[config.mk]
export PLATFORM = sky130hd
export DESIGN_NAME = mod60_bcd_chain
export DESIGN_NICKNAME = d
export VERILOG_FILES = /design/src/rtl/mod60_pkg.sv /design/src/rtl/counter_digit.sv /design/src/rtl/wrap_pulse.sv /design/src/rtl/mod60_bcd_chain.sv
export SDC_FILE = /design/constraint.sdc
export NUM_CORES = 1
export LEC_CHECK = 0
export BUFFER_PORTS_ARGS = -buffer_cell sky130_fd_sc_hd__buf_2
export CAP_MARGIN = 20
export CORE_AREA = 3 3 40 42
export CTS_CLUSTER_DIAMETER = 200
export DETAILED_ROUTE_END_ITERATION = 8
export DIE_AREA = 0 0 43 45
export SLEW_MARGIN = 20
export SYNTH_ARGS = -nofsm -noshare
export SYNTH_HDL_FRONTEND = slang
export SYNTH_HIERARCHICAL = 1
export SYNTH_SLANG_ARGS = --single-unit
[constraint.sdc]
create_clock -name clk -period 2.01 [get_ports clk]
set_input_delay 0.1005 -clock clk [delete_from_list [all_inputs] [get_ports clk]]
set_output_delay 0.1005 -clock clk [all_outputs]
set_load 0.01 [all_outputs]
[src/rtl/mod60_pkg.sv]
// Shared types for the sixty-state counter chain.
// Assumes: each digit stage reports its terminal state and its carry together.
package mod60_pkg;

    // Flags that a digit stage hands to the next stage in the chain
    typedef struct packed {
        logic at_term;   // digit holds its last value
        logic carry;     // digit steps this clock and wraps to zero
    } stage_flags_t;

endpackage

[src/rtl/counter_digit.sv]
// One synchronous digit counting 0..MODULUS-1 under a step enable.
// Assumes: MODULUS >= 2 and MODULUS <= 2**W; rst_n is synchronous and active low.
module counter_digit #(
    parameter int unsigned MODULUS = 10,
    parameter int unsigned W       = 4
) (
    input  logic                    clk,
    input  logic                    rst_n,
    input  logic                    step_en,
    output logic [W-1:0]            value,
    output mod60_pkg::stage_flags_t flags
);
    localparam logic [W-1:0] LAST = W'(MODULUS - 1);
    localparam logic [W-1:0] ONE  = W'(1);

    logic at_last;

    // Decode the terminal state of this digit
    always_comb begin
        at_last       = (value == LAST);
        flags.at_term = at_last;
        flags.carry   = step_en & at_last;
    end

    // Advance or recycle the digit; reset wins over stepping
    always_ff @(posedge clk) begin
        if (!rst_n) begin
            value <= '0;
        end else if (step_en) begin
            value <= at_last ? '0 : value + ONE;
        end
    end
endmodule

[src/rtl/wrap_pulse.sv]
// Registers the chain's terminal carry into a one-clock pulse for the next stage.
// Assumes: carry_in is high for at most one cycle per full count cycle.
module wrap_pulse (
    input  logic clk,
    input  logic rst_n,
    input  logic carry_in,
    output logic pulse
);
    // Capture the terminal carry for exactly one clock
    always_ff @(posedge clk) begin
        if (!rst_n) begin
            pulse <= 1'b0;
        end else begin
            pulse <= carry_in;
        end
    end
endmodule

[src/rtl/mod60_bcd_chain.sv]
// Two-digit BCD counter 00..59: a decade digit steps a six-state digit.
// Assumes: en is synchronous to clk; the default moduli give a sixty-state count.
module mod60_bcd_chain #(
    parameter int unsigned DIGIT_W   = 4,
    parameter int unsigned UNITS_MOD = 10,
    parameter int unsigned TENS_MOD  = 6
) (
    input  logic               clk,
    input  logic               rst_n,
    input  logic               en,
    output logic [DIGIT_W-1:0] units,
    output logic [DIGIT_W-1:0] tens,
    output logic               tc59,
    output logic               pulse_out
);
    localparam int unsigned NUM_STAGES = 2;
    localparam int unsigned MODS [NUM_STAGES] = '{UNITS_MOD, TENS_MOD};

    logic [DIGIT_W-1:0]      digit_val [NUM_STAGES];
    mod60_pkg::stage_flags_t digit_flg [NUM_STAGES];
    logic [NUM_STAGES:0]     step_chain;

    assign step_chain[0] = en;

    // Each stage steps only when every lower stage carries
    for (genvar s = 0; s < NUM_STAGES; s++) begin : g_stage
        counter_digit #(
            .MODULUS (MODS[s]),
            .W       (DIGIT_W)
        ) u_digit (
            .clk     (clk),
            .rst_n   (rst_n),
            .step_en (step_chain[s]),
            .value   (digit_val[s]),
            .flags   (digit_flg[s])
        );
        assign step_chain[s+1] = digit_flg[s].carry;
    end

    assign units = digit_val[0];
    assign tens  = digit_val[1];
    assign tc59  = step_chain[NUM_STAGES];

    wrap_pulse u_pulse (
        .clk      (clk),
        .rst_n    (rst_n),
        .carry_in (step_chain[NUM_STAGES]),
        .pulse    (pulse_out)
    );
endmodule

==> impl_metrics.csv, run 1 <==
group,metric,value,unit
run_status,run_status,"finished clean",
floorplan,floorplan.core_area,0.00128,sq mm
timing,timing_worst_slew_pin_value,0.259,ns
cts,clk_transition_reported_paths,0.06,ns
timing,grt_setup_unrepaired,"no",
grt,grtUsageTotal,0.0835,
critical_path,critical_path.slowest_cell,"dfxtp_1",
pwr,total_leakage_power,0.220,nW
floorplan,fp-row-count,13,
routing,first_pass_iters,4,
synthesis,netlist_instances,41,
min_path,whs_path_depth,2,
synthesis,synth.cell_area,394,sq um
grt,via_count_of_the_first_global_routing_pass,294,
critical_path,cp_data_required_time,1.91,ns
routing,post_drt_wl_per_cell,10.2,um
synthesis,synth_nets,44,
placement,port_buffer_cells,12,
floorplan,die_boundary_width,43,um
timing,clock-skew-final,0.00377,ns
synthesis,synth.avg_cell_area,9.61,sq um
critical_path,crit_path_max_fanout,4,
cts,cts.repair_timing.setup_buffer_count,0,
timing,max_clock_freq,567,MHz
pwr,worst_ir_drop_vdd,311,uV
cts,htree_levels,1,
final_layout,layout.core_utilization,0.394,
synthesis,ys.warnings.count,6,
routing,routed-via-count,344,
critical_path,timing.critical_path.from_type,"register",
routing,postRouteWirelength,747,um
cts,cts-root-to-sink-buffers,2,
min_path,timing.hold.worst.class,"input pin to register",
timing,finalCriticalPeriod,1.76,ns
routing,drc,0,
cts,cts_hold_repair.buffers,0,
placement,routabilityCongestion,0.646,
routing,detailedRoute.firstIterationViolations,7,
routing,post_drt_via_cell_ratio,4.71,
final_layout,fillers,147,
critical_path,critPathMostFrequentCell,"nand2_1",
critical_path,cp_top_family,"simple AND/OR/NAND/NOR gates",
cts,tritoncts_num_sinks,9,
cts,root_buffer,"clkbuf_4",
critical_path,cp_data_arrival_time,1.66,ns
grt,grt_start_max_net_pins,12,
critical_path,cp_cell_sequence,"nand2_1 -> nor4b_1 -> buf_4 -> nand2_1 -> nor3_1 -> buf_2",
timing,finalSetupViolations,0,
grt,grt_antenna_before_repair,0,
grt,globalRouteOverflowTotal,0,
floorplan,die_h,45,um
timing,period_share,0.877,
placement,dp.final_hpwl,547,um
cts,cts_resized,0,
critical_path,timing.critical_path.slowest_cell_delay,0.39,ns
final_layout,antennaDiodeCount,0,
timing,timing_max_transition_violations_final,0,
final_layout,final_nets,62,
timing,finalHoldViolCount,0,
floorplan,initial_core_util,0.307,
floorplan,floorplan.io_pins,13,
critical_path,critical_path.endpoint_type,"primary output",
timing,worst_slew_margin_rel,0.825,
routing,ant_nets,0,
final_layout,synthToLayoutAreaGrowth,28.6,%
critical_path,path_class,"register to primary output",
final_layout,drive_gt1_frac,0.345,
floorplan,die_area,0.00194,sq mm
critical_path,critical_path_depth,6,
grt,grt_first_pass_wirelength,1160,um
timing,final.setup.tns,0,ns
run,cap_viol_max_count,0,
critical_path,worst-r2r-cell-count,6,
cts,cts_buffers,3,
critical_path,cp.buffers_inverters,2,
cts,cts_tree,"done",
pwr,powerDensity,684,mW/mm^2
cts,clk_latency,0.25,ns
layer usage:
| metal | routed length (um) | vias to the layer above | global-route usage |
|---|---|---|---|
| met5 | 0 | - | 0 |
| met4 | 0 | 0 | 0.0361 |
| met3 | 52 | 0 | 0.0478 |
| met2 | 350 | 7 | 0.123 |
| met1 | 344 | 160 | 0.0998 |
| li1 | - | 177 | - |
cell type report:
class	instances	area, sq um	share of cell area
Timing Repair Buffer	13	67.6	0.133
Multi-Input combinational cell	31	210	0.415
Inverter	1	3.75	0.00741
Tap cell	15	18.8	0.0370
Clock buffer	4	26.3	0.0519
Sequential cell	9	180	0.356
flip-flops by register name (all words and copies together), names as in the netlist:
register	cells
g_stage.u_digit/value	8
u_pulse/pulse	1
report_power, final:
part | internal (W) | switching, W | total, W
logic | 0.0000107 | 0.0000115 | 0.0000222
registers | 0.000182 | 0.00000564 | 0.000188
clock network | 0.0000763 | 0.0000600 | 0.000136
cells in the final DEF, fill, tap and decap left out, types with 2 or more instances in the layout:
cell / n
and2_1: 5
buf_2: 12
clkbuf_4: 3
dfxtp_1: 9
nand2_1: 5
o21ai_1: 2
xnor2_1: 2
xor2_1: 2
final timing paths:
| check | from | slack [ns] | to |
|---|---|---|---|
| hold reg to reg | g_stage[0].u_digit/value[3] | 0.53 | g_stage[0].u_digit/value[3] |
| setup reg to reg | g_stage[0].u_digit/value[0] | 0.56 | g_stage[1].u_digit/value[3] |
| hold / removal | rst_n | 0.19 | g_stage[1].u_digit/value[2] |
| setup / recovery | g_stage[0].u_digit/value[0] | 0.25 | tc59 |
stage by stage:
stage	total power, W	instance area, sq um	instances	setup slack [ns]	hold WS [ns]
3_3_place_gp	0.000214	480	69	0.543	0.457
3_5_place_dp	0.000215	480	69	0.491	0.457
5_1_grt	0.000367	507	73	0.104	0.186
4_1_cts	0.000353	507	73	0.202	0.185
6_report	0.000347	507	73	0.246	0.188
2_1_floorplan	0.000204	394	41	0.203	0.222
Note: power is estimated with default switching activity, not from simulation.
==> inputs of run 2 (changes only) <==
==> constraint.sdc (replaced) <==
create_clock -name clk -period 1.76 [get_ports clk]
set_input_delay 0.088 -clock clk [delete_from_list [all_inputs] [get_ports clk]]
set_output_delay 0.088 -clock clk [all_outputs]
set_load 0.01 [all_outputs]
==> run 2 against run 1 <==
  * Die area is the same
  * Sequential share of layout area shrank 1.5 points
  * Critical path depth shrank 1
  * Power grew 14%
  * Global-route usage grew 0.091 points
  * Clock skew shrank 0.0015 ns
  * Via count shrank 2.9%
  * Register-to-register slack lost 0.22 ns
  * Hold slack lost 0.013 ns
  * Sequential cell count is the same
  * Worst setup slack lost 0.079 ns
  * Largest power group unchanged
  * Highest routed layer unchanged
==> impl_metrics.csv, run 2 (synthesized netlist as in run 1, its figures left out) <==
group,metric,value,unit
floorplan,floorplan.io_pins,13,
floorplan,initial_core_util,0.307,
final_layout,mostFrequentLayoutCells,"buf_2, dfxtp_1, and2_1, nand2_1, clkbuf_4",
timing,period_share,0.905,
timing,clock-skew-final,0.00226,ns
routing,detailedRoute.firstIterationViolations,0,
floorplan,fp-row-count,13,
critical_path,worst_r2r_startpoint,"g_stage[0].u_digit/value[0]",
final_layout,fillers,136,
timing,final.setup.tns,0,ns
final_layout,antennaDiodeCount,0,
critical_path,timing.critical_path.to,"tc59",
final_layout,drive_gt1_frac,0.397,
timing,timing_max_transition_violations_final,0,
floorplan,floorplan.core_area,0.00128,sq mm
critical_path,critical_path.slowest_cell,"dfxtp_1",
cts,htree_levels,1,
routing,postRouteWirelength,734,um
final_layout,synthToLayoutAreaGrowth,34.3,%
final_layout,final_nets,62,
cts,clk_transition_reported_paths,0.06,ns
pwr,total_leakage_power,0.221,nW
cts,tritoncts_num_sinks,9,
floorplan,die_h,45,um
timing,post-route-worst-setup-slack,0.167,ns
cts,cts_tree,"done",
min_path,timing.hold.worst.class,"input pin to register",
routing,post_drt_via_cell_ratio,4.58,
timing,worst_hold_margin,0.175,ns
critical_path,crit_path_max_fanout,4,
critical_path,cp_data_required_time,1.67,ns
critical_path,worstReg2RegEnd,"g_stage[1].u_digit/value[3]",
routing,drc,0,
routing,ant_nets,0,
cts,cts_hold_repair.buffers,0,
grt,grt_antenna_before_repair,0,
timing,finalCriticalPeriod,1.59,ns
pwr,worst_ir_drop_vdd,535,uV
critical_path,worst-r2r-cell-count,5,
timing,finalSetupViolations,0,
timing,worst_slew_margin_rel,0.812,
run_status,run_status,"finished clean",
floorplan,die_boundary_width,43,um
routing,first_pass_iters,1,
cts,clk_latency,0.25,ns
grt,globalRouteOverflowTotal,0,
cts,cts.repair_timing.setup_buffer_count,0,
pwr,powerDensity,747,mW/mm^2
timing,finalHoldViolCount,0,
placement,dpl_worst_slack,0.351,ns
min_path,whs_path_depth,3,
cts,cts_buffers,3,
grt,grt_first_pass_wirelength,1190,um
cts,cts-root-to-sink-buffers,2,
timing,timing_worst_slew_pin_value,0.280,ns
grt,grtUsageTotal,0.0844,
critical_path,cp_data_arrival_time,1.50,ns
placement,dp.final_hpwl,530,um
run,cap_viol_max_count,0,
placement,routabilityCongestion,0.704,
pwr,design_power_total,0.000395,W
floorplan,die_area,0.00194,sq mm
routing,routed-via-count,334,
critical_path,critical_path.endpoint_type,"primary output",
placement,port_buffer_cells,12,
critical_path,worst-r2r-setup-slack,0.34,ns
final_layout,largest_regs,"g_stage.u_digit/value x8, u_pulse/pulse x1",
critical_path,crit_start,"g_stage[0].u_digit/value[0]",
final_layout,final_common_cell,"buf_2",
critical_path,timing.critical_path.from_type,"register",
critical_path,path_class,"register to primary output",
cts,root_buffer,"clkbuf_4",
grt,grt_start_max_net_pins,12,
final_layout,largest_register_ff_count,8,
final_layout,largest_register,"g_stage.u_digit/value",
critical_path,timing.critical_path.slowest_cell_delay,0.39,ns
timing,max_clock_freq,628,MHz
grt,via_count_of_the_first_global_routing_pass,284,
routing,post_drt_wl_per_cell,10.1,um
critical_path,cp_cell_sequence,"nand2_1 -> nor4b_4 -> nand2_2 -> nor3_2 -> buf_2",
==> run 2: cell types whose count changed in the layout (fill, tap and decap cells not counted) <==
cell / previous run / this run
nor3_1: 1 / 0
nor4b_4: 0 / 1
nor4b_1: 1 / 0
nand2_1: 5 / 4
nor3_2: 0 / 1
nand2_2: 0 / 1
==> run 2: worst min path at each step <==
stage                                  end  start  slack [ns]
3_3_place_gp   g_stage[1].u_digit/value[2]  rst_n        0.44
3_5_place_dp   g_stage[0].u_digit/value[0]  rst_n        0.45
2_1_floorplan  g_stage[0].u_digit/value[0]  rst_n        0.21
5_1_grt        g_stage[1].u_digit/value[2]  rst_n        0.18
6_report       g_stage[1].u_digit/value[1]  rst_n        0.17
4_1_cts        g_stage[1].u_digit/value[1]  rst_n        0.17
==> run 2: final cells by class <==
class | count | area (sq um) | share of cell area
Tap cell | 15 | 18.8 | 0.0355
Sequential cell | 9 | 180 | 0.340
Multi-Input combinational cell | 31 | 233 | 0.440
Inverter | 1 | 3.75 | 0.00709
Timing Repair Buffer | 13 | 67.6 | 0.128
Clock buffer | 4 | 26.3 | 0.0496
==> run 2: worst max-delay path: cells and delay by family (launching register included) <==
kind	cells	cell delay, ns
buffers and inverters	1	0.15
flip-flops	1	0.39
AND/OR/NAND/NOR	4	0.71
==> run 2: stage by stage <==
stage | cells | util | cell area [sq um]
floorplan | 41 | - | 400
global placement | 69 | 0.379 | 487
detailed placement | 69 | 0.379 | 487
CTS | 73 | 0.399 | 513
global route | 73 | 0.412 | 529
finish | 73 | 0.412 | 529
==> run 2: what timing repair did <==
item                                    in CTS  in global routing
endpoints found under the setup margin       0                  1
hold endpoints to repair                     0                  0
gates resized for setup                      0                  3
==> run 2: power by group <==
group | internal, W | switching, W | total (W)
Sequential | 0.000208 | 0.00000733 | 0.000216
Combinational | 0.0000125 | 0.0000142 | 0.0000267
Clock | 0.0000870 | 0.0000658 | 0.000153
Total | 0.000308 | 0.0000873 | 0.000395
==> run 2: routing by layer <==
layer  vias up  track usage  share of wire  wire [um]
met5         -            0              0          0
met4         0            0              0          0
met3         0       0.0717          0.049         36
met2         6        0.129           0.47        343
met1       150       0.0976           0.48        355
li1        178            -              -          -
